<file path="config.mk">
export PLATFORM = sky130hd
export DESIGN_NAME = annun_blink_top
export DESIGN_NICKNAME = d
export VERILOG_FILES = /design/src/rtl/annun_pkg.sv /design/src/rtl/annun_mode_reg.sv /design/src/rtl/annun_blink_gen.sv /design/src/rtl/annun_channel.sv /design/src/rtl/annun_blink_top.sv
export SDC_FILE = /design/constraint.sdc
export NUM_CORES = 1
export LEC_CHECK = 0
export BUFFER_PORTS_ARGS = -buffer_cell sky130_fd_sc_hd__buf_4
export CORE_MARGIN = 4
export CORE_UTILIZATION = 40
export DETAILED_ROUTE_END_ITERATION = 16
export GPL_ROUTABILITY_DRIVEN = 0
export GPL_TIMING_DRIVEN = 0
export HOLD_SLACK_MARGIN = 0.1
export MAX_ROUTING_LAYER = met4
export PLACE_DENSITY_LB_ADDON = 0.3
export REMOVE_ABC_BUFFERS = 1
export SLEW_MARGIN = 20
export SYNTH_ARGS = -nofsm -noshare
export SYNTH_HDL_FRONTEND = slang
export SYNTH_SLANG_ARGS = --single-unit
</file>
<file path="constraint.sdc">
create_clock -name clk -period 1.9 [get_ports clk]
set_input_delay 0.38 -clock clk [delete_from_list [all_inputs] [get_ports clk]]
set_output_delay 0.38 -clock clk [all_outputs]
set_load 0.1 [all_outputs]
</file>
<file path="src/rtl/annun_pkg.sv">
package annun_pkg;

  localparam int MODE_W = 2;

  typedef enum logic [MODE_W-1:0] {
    MODE_DARK   = 2'b00,
    MODE_FIRST  = 2'b01,
    MODE_SECOND = 2'b10,
    MODE_STEADY = 2'b11
  } ann_mode_e;

  // Whether a channel in mode m is lit during blink phase ph.
  function automatic logic mode_lit(input ann_mode_e m, input logic ph);
    logic lit;
    case (m)
      MODE_DARK:   lit = 1'b0;
      MODE_FIRST:  lit = ~ph;
      MODE_SECOND: lit = ph;
      default:     lit = 1'b1;
    endcase
    return lit;
  endfunction

  // Ticks in one half period for a given exponent and rate choice.
  function automatic int unsigned half_len(input int unsigned n, input logic fast);
    return fast ? (32'd1 << (n - 2)) : (32'd1 << (n - 1));
  endfunction

endpackage

</file>
<file path="src/rtl/annun_mode_reg.sv">
module annun_mode_reg #(
  parameter int DATA_W = 8
) (
  input  logic              clk,
  input  logic              rst,
  input  logic              wr_en,
  input  logic [DATA_W-1:0] wr_data,
  output logic [DATA_W-1:0] modes_q
);

  always_ff @(posedge clk) begin
    if (rst)        modes_q <= '0;
    else if (wr_en) modes_q <= wr_data;
  end

  assert_hold_without_write_R11: assert property (
    @(posedge clk) disable iff (rst)
    !wr_en |=> $stable(modes_q));

  assert_load_on_write_R11: assert property (
    @(posedge clk) disable iff (rst)
    wr_en |=> (modes_q == $past(wr_data)));

endmodule

</file>
<file path="src/rtl/annun_blink_gen.sv">
module annun_blink_gen
  import annun_pkg::*;
#(
  parameter int BLINK_N = 6
) (
  input  logic clk,
  input  logic rst,
  input  logic tick,
  input  logic rate_sel,
  output logic phase,
  output logic toggle_evt,
  output logic restart_evt
);

  localparam int unsigned SLOW_HALF = half_len(BLINK_N, 1'b0);
  localparam int unsigned FAST_HALF = half_len(BLINK_N, 1'b1);
  localparam int CNT_W = (SLOW_HALF > 1) ? $clog2(SLOW_HALF) : 1;
  localparam logic [CNT_W-1:0] SLOW_LAST = CNT_W'(SLOW_HALF - 1);
  localparam logic [CNT_W-1:0] FAST_LAST = CNT_W'(FAST_HALF - 1);

  logic [CNT_W-1:0] cnt;
  logic             rate_q;
  logic [CNT_W-1:0] last_cnt;
  logic             at_last;

  assign last_cnt    = rate_sel ? FAST_LAST : SLOW_LAST;
  assign at_last     = (cnt == last_cnt);
  assign restart_evt = (rate_sel != rate_q);
  assign toggle_evt  = tick && at_last && !restart_evt;

  always_ff @(posedge clk) begin
    if (rst) begin
      cnt    <= '0;
      phase  <= 1'b0;
      rate_q <= 1'b0;
    end else begin
      rate_q <= rate_sel;
      if (restart_evt) begin
        cnt <= '0;
      end else if (tick) begin
        if (at_last) begin
          cnt   <= '0;
          phase <= ~phase;
        end else begin
          cnt <= cnt + CNT_W'(1);
        end
      end
    end
  end

  assert_cnt_in_range_R6: assert property (
    @(posedge clk) disable iff (rst)
    cnt <= (rate_q ? FAST_LAST : SLOW_LAST));

  assert_toggle_wraps_R6: assert property (
    @(posedge clk) disable iff (rst)
    toggle_evt |=> (cnt == '0) && (phase != $past(phase)));

  assert_idle_holds_phase_R7: assert property (
    @(posedge clk) disable iff (rst)
    !tick |=> $stable(phase));

  assert_restart_clears_R8: assert property (
    @(posedge clk) disable iff (rst)
    restart_evt |=> (cnt == '0) && $stable(phase));

endmodule

</file>
<file path="src/rtl/annun_channel.sv">
module annun_channel
  import annun_pkg::*;
(
  input  ann_mode_e mode,
  input  logic      phase,
  input  logic      shutdown,
  output logic      seg
);

  always_comb begin
    seg = !shutdown && mode_lit(mode, phase);
  end

endmodule

</file>
<file path="src/rtl/annun_blink_top.sv">
module annun_blink_top
  import annun_pkg::*;
#(
  parameter int NUM_ANN = 4,
  parameter int BLINK_N = 6,
  localparam int DATA_W = NUM_ANN * MODE_W
) (
  input  logic              clk,
  input  logic              rst,
  input  logic              reg_wr,
  input  logic [DATA_W-1:0] reg_wdata,
  input  logic              mux_tick,
  input  logic              rate_sel,
  input  logic              shutdown,
  output logic [NUM_ANN-1:0] seg_en,
  output logic              blink_phase
);

  logic [DATA_W-1:0] modes_q;
  logic              toggle_evt;
  logic              restart_evt;

  annun_mode_reg #(.DATA_W(DATA_W)) u_reg (
    .clk     (clk),
    .rst     (rst),
    .wr_en   (reg_wr),
    .wr_data (reg_wdata),
    .modes_q (modes_q)
  );

  annun_blink_gen #(.BLINK_N(BLINK_N)) u_blink (
    .clk         (clk),
    .rst         (rst),
    .tick        (mux_tick),
    .rate_sel    (rate_sel),
    .phase       (blink_phase),
    .toggle_evt  (toggle_evt),
    .restart_evt (restart_evt)
  );

  for (genvar k = 0; k < NUM_ANN; k++) begin : g_ch
    ann_mode_e mode_k;
    assign mode_k = ann_mode_e'(modes_q[k*MODE_W +: MODE_W]);

    annun_channel u_ch (
      .mode     (mode_k),
      .phase    (blink_phase),
      .shutdown (shutdown),
      .seg      (seg_en[k])
    );

    assert_dark_code_R2: assert property (
      @(posedge clk) disable iff (rst)
      (mode_k == MODE_DARK) |-> !seg_en[k]);

    assert_first_half_R3: assert property (
      @(posedge clk) disable iff (rst)
      (mode_k == MODE_FIRST && !shutdown) |-> (seg_en[k] == !blink_phase));

    assert_second_half_R4: assert property (
      @(posedge clk) disable iff (rst)
      (mode_k == MODE_SECOND && !shutdown) |-> (seg_en[k] == blink_phase));

    assert_steady_on_R5: assert property (
      @(posedge clk) disable iff (rst)
      (mode_k == MODE_STEADY && !shutdown) |-> seg_en[k]);
  end

  assert_shutdown_dark_R9: assert property (
    @(posedge clk) disable iff (rst)
    shutdown |-> (seg_en == '0));

  assert_no_toggle_on_restart_R8: assert property (
    @(posedge clk) disable iff (rst)
    restart_evt |-> !toggle_evt);

  assert_reset_state_R10: assert property (
    @(posedge clk)
    rst |=> (seg_en == '0) && !blink_phase);

endmodule

</file>
==> tab_implementation.tex <==
\begin{tabular}{lr}
\hline
Metric & Value \\
\hline
\multicolumn{2}{l}{\textbf{Outcome}} \\
Outcome & finished, final reports clean \\
\multicolumn{2}{l}{\textbf{Clock network}} \\
Clk Latency, worst-skew pair & 0.28 ns \\
Total number of H-tree levels & 1 \\
Number of hold-repair buffers added at the cts stage & 0 \\
Clock transition at path regs & 0.09 ns \\
Buffer depth of the longest clock path & 2 \\
Number of buffers inserted to repair setup after CTS & 0 \\
TritonCTS clock tree & built \\
Cell at the root of the clock tree & clkbuf\_4 \\
Gates resized, CTS repair & 0 \\
Number of CTS-inserted buffers & 3 \\
Sinks on the clock net & 15 \\
\multicolumn{2}{l}{\textbf{Synthesis}} \\
Cells after synthesis & 69 \\
Area of the mapped netlist & 693 um2 \\
Most frequently used cell type in the post-synthesis netlist & dfxtp\_1 \\
Number of enable-type register cells in the synthesized netlist & 0 \\
Share of synthesized registers carrying an async set or reset & 0\% \\
Register area share after synthesis & 43.3\% \\
Area fraction of the dominant cell type after synthesis & 43.3\% \\
Number of distinct library cells after synthesis & 20 \\
Count of yosys warnings during synthesis & 0 \\
Commonest cells post-synth & 15 x dfxtp\_1, 13 x mux2i\_1, 13 x nor2\_1, 4 x buf\_4, 3 x xor2\_1 \\
Cell accounting for the most synthesized area & dfxtp\_1 \\
Number of synthesized register bits & 15 \\
Top\_reg\_cell synth & dfxtp\_1 \\
Biggest area contributors in the synthesized netlist & dfxtp\_1 43\%, mux2i\_1 19\%, nor2\_1 7.0\% \\
Average cell area after synthesis & 10.0 um2 \\
\multicolumn{2}{l}{\textbf{Timing}} \\
Highest clock rate & 0.584 GHz \\
Worst-margin pin slew & 0.500 ns \\
Total count of max-transition violations in the final report & 0 \\
Share of the clock period used by the worst path after layout & 90.2\% \\
Slack of the critical path & 0.187 ns \\
Final setup violation count & 0 \\
Setup repair after global routing missed its margin & no \\
Clock period minus worst slack & 1.71 ns \\
Clock Skews & 0.00980 ns \\
Remaining max-slew budget at the tightest pin & 66.5\% \\
Final hold viol count & 0 \\
Post-route worst hold slack & 0.330 ns \\
Setup\_tns & 0 ns \\
\multicolumn{2}{l}{\textbf{Floorplanning}} \\
Area enclosed by the die boundary & 2460 um2 \\
Chip width & 49.6 um \\
Total number of placement rows & 14 \\
Total I/O pin count & 19 \\
Core Footprint & 1580 um2 \\
Chip Height & 49.6 um \\
Starting density of the core & 44.0\% \\
\multicolumn{2}{l}{\textbf{Worst setup path}} \\
Kind of critical path & reg -> out \\
Crit path max fanout & 7 \\
Worst-case reg-to-reg path depth & 4 \\
Worst-case register-to-register setup slack & 0.43 ns \\
Crit Reg-Reg Endpoint & u\_blink.phase\$\_SDFFE\_PP0P\_ \\
Start point of the critical path & u\_blink.phase\$\_SDFFE\_PP0P\_ \\
Kind of end point of the critical path & output port \\
Signal arrival time at the worst endpoint & 1.33 ns \\
Critical path startpoint category & flop \\
Critical R2R Launch & u\_blink.cnt[0]\$\_SDFFE\_PP0P\_ \\
Required time worst endpoint & 1.52 ns \\
\multicolumn{2}{l}{\textbf{GRT}} \\
Global-route congestion overflow total & 0 \\
Global-route wire length before repair & 2.00 mm \\
GR peak layer & met2 \\
Met1 Usage GRT & 11.7\% \\
Met2 capacity usage during global routing & 17.2\% \\
Pin count of the biggest net entering global routing & 16 \\
Number of antenna violations at the first check in global routing & 0 \\
Global router's overall resource usage & 11.0\% \\
Global-route met3 utilization & 6.02\% \\
Vias in the first global route & 477 \\
\multicolumn{2}{l}{\textbf{Final layout}} \\
Final cell count without fillers & 100 \\
Antenna cell count & 0 \\
Number of nets in the final layout & 100 \\
Area overhead of the layout relative to synthesis & 17.5\% \\
Fraction of layout instances using a drive strength above 1 & 27.4\% \\
Final instance area & 815 um2 \\
Fill count & 159 \\
Area occupied by registers & 300 um2 \\
Multi-input gate area & 328 um2 \\
\multicolumn{2}{l}{\textbf{Placement}} \\
Half-perimeter wire length after placement & 895 um \\
Post-placement cell count & 96 \\
Count of buffers from port buffering & 18 \\
Area of placed instances & 787 um2 \\
DP Worst Slack & 0.446 ns \\
\multicolumn{2}{l}{\textbf{Drt}} \\
Routed via count divided by cell count & 5.06 \\
Number of vias after detailed routing & 506 \\
Detailed-router iteration count before antenna repair & 4 \\
Wire length per cell after detailed routing & 11.7 um \\
Drt total wl & 1.17 mm \\
Residual DRC & 0 \\
Iteration-0 DRC count of the detailed router & 8 \\
Count of nets left with antenna violations after detail routing & 0 \\
\multicolumn{2}{l}{\textbf{Power and ir drop}} \\
Leakage & 0.364 nW \\
Max VDD drop & 0.562 mV \\
Power density normalized to cell area & 743 nW/um2 \\
\multicolumn{2}{l}{\textbf{Job}} \\
Number of max-capacitance violations reported & 0 \\
\multicolumn{2}{l}{\textbf{Worst hold path}} \\
Number of cells on the worst hold path & 3 \\
Class of the tightest hold or removal check & in -> reg \\
Worst min-delay path startpoint & reg\_wdata[0] \\
End point of the most critical hold path & u\_reg.modes\_q[0]\$\_SDFFE\_PP0P\_ \\
\hline
\end{tabular}
worst max path at each step:
stage          depth (start not counted)                         end  slack (ns)
2_1_floorplan                          2                   seg_en[0]       -1.00
3_3_place_gp                           4  u_blink.phase$_SDFFE_PP0P_        0.46
3_5_place_dp                           4  u_blink.phase$_SDFFE_PP0P_        0.45
4_1_cts                                3                   seg_en[1]        0.17
5_1_grt                                3                   seg_en[3]        0.08
6_report                               3                   seg_en[1]        0.19
flip-flops by register name (all words and copies together) (netlist names):
| register | flops |
|---|---|
| u_blink.phase | 1 |
| u_blink.rate_q | 1 |
| u_blink.cnt | 5 |
| u_reg.modes_q | 8 |
cell type report:
| type | instances | area share [%] |
|---|---|---|
| multi-input cells | 46 | 40.2 |
| flip-flops and latches | 15 | 36.9 |
| repair buffers | 18 | 16.6 |
| clock buffers | 3 | 2.76 |
| well taps | 16 | 2.46 |
| clock inverters | 1 | 0.614 |
| inverters | 1 | 0.461 |
placed cells by master (no fill, tap or decap):
master / instances
a21oi_1: 2
buf_4: 18
clkbuf_4: 3
clkinv_2: 1
dfxtp_1: 15
ha_1: 1
inv_1: 1
mux2i_1: 13
nand2_1: 1
nand4_1: 1
nand4_2: 1
nor2_1: 13
nor2b_1: 1
nor3_1: 2
nor4_1: 2
o31ai_1: 1
or3b_1: 1
or4_1: 2
xnor2_1: 2
xor2_1: 3
report_power, final:
| group | switching, mW | leakage [nW] | internal (mW) |
|---|---|---|---|
| Combinational | 0.0543 | 0.224 | 0.0391 |
| Sequential | 0.00718 | 0.123 | 0.327 |
| Clock | 0.0994 | 0.0177 | 0.0781 |
cell families (layout without fill, tap and decap cells):
family | count (synthesis) | in the layout | synth area share, %
adder cells (fa/ha/maj) | 1 | 1 | 1.80
flip-flops | 15 | 15 | 43.3
buffers and inverters | 8 | 23 | 9.39
AO/OA/AOI/OAI | 3 | 3 | 2.53
XOR/XNOR | 5 | 5 | 6.32
multiplexers | 13 | 13 | 18.8
AND/OR/NAND/NOR | 24 | 24 | 17.9
stage by stage:
stage	power, mW	util [%]
global placement	0.435	49.9
CTS	0.617	51.7
detailed placement	0.437	49.9
global route	0.647	51.7
floorplan	0.393	-
finish	0.606	51.7
worst max-delay path, cell delays in order (launching register included):
cell	delay (ns)
dfxtp_1	0.52
mux2i_1	0.13
nor2_1	0.10
buf_4	0.29
routing by layer:
metal	part of all wire (%)	vias up	routed length (um)
met5	0	-	0
met4	1.2	0	14
met3	6.1	2	71
met2	47	13	551
met1	45	226	531
li1	-	265	-
Power figures use the tool's default switching activity.
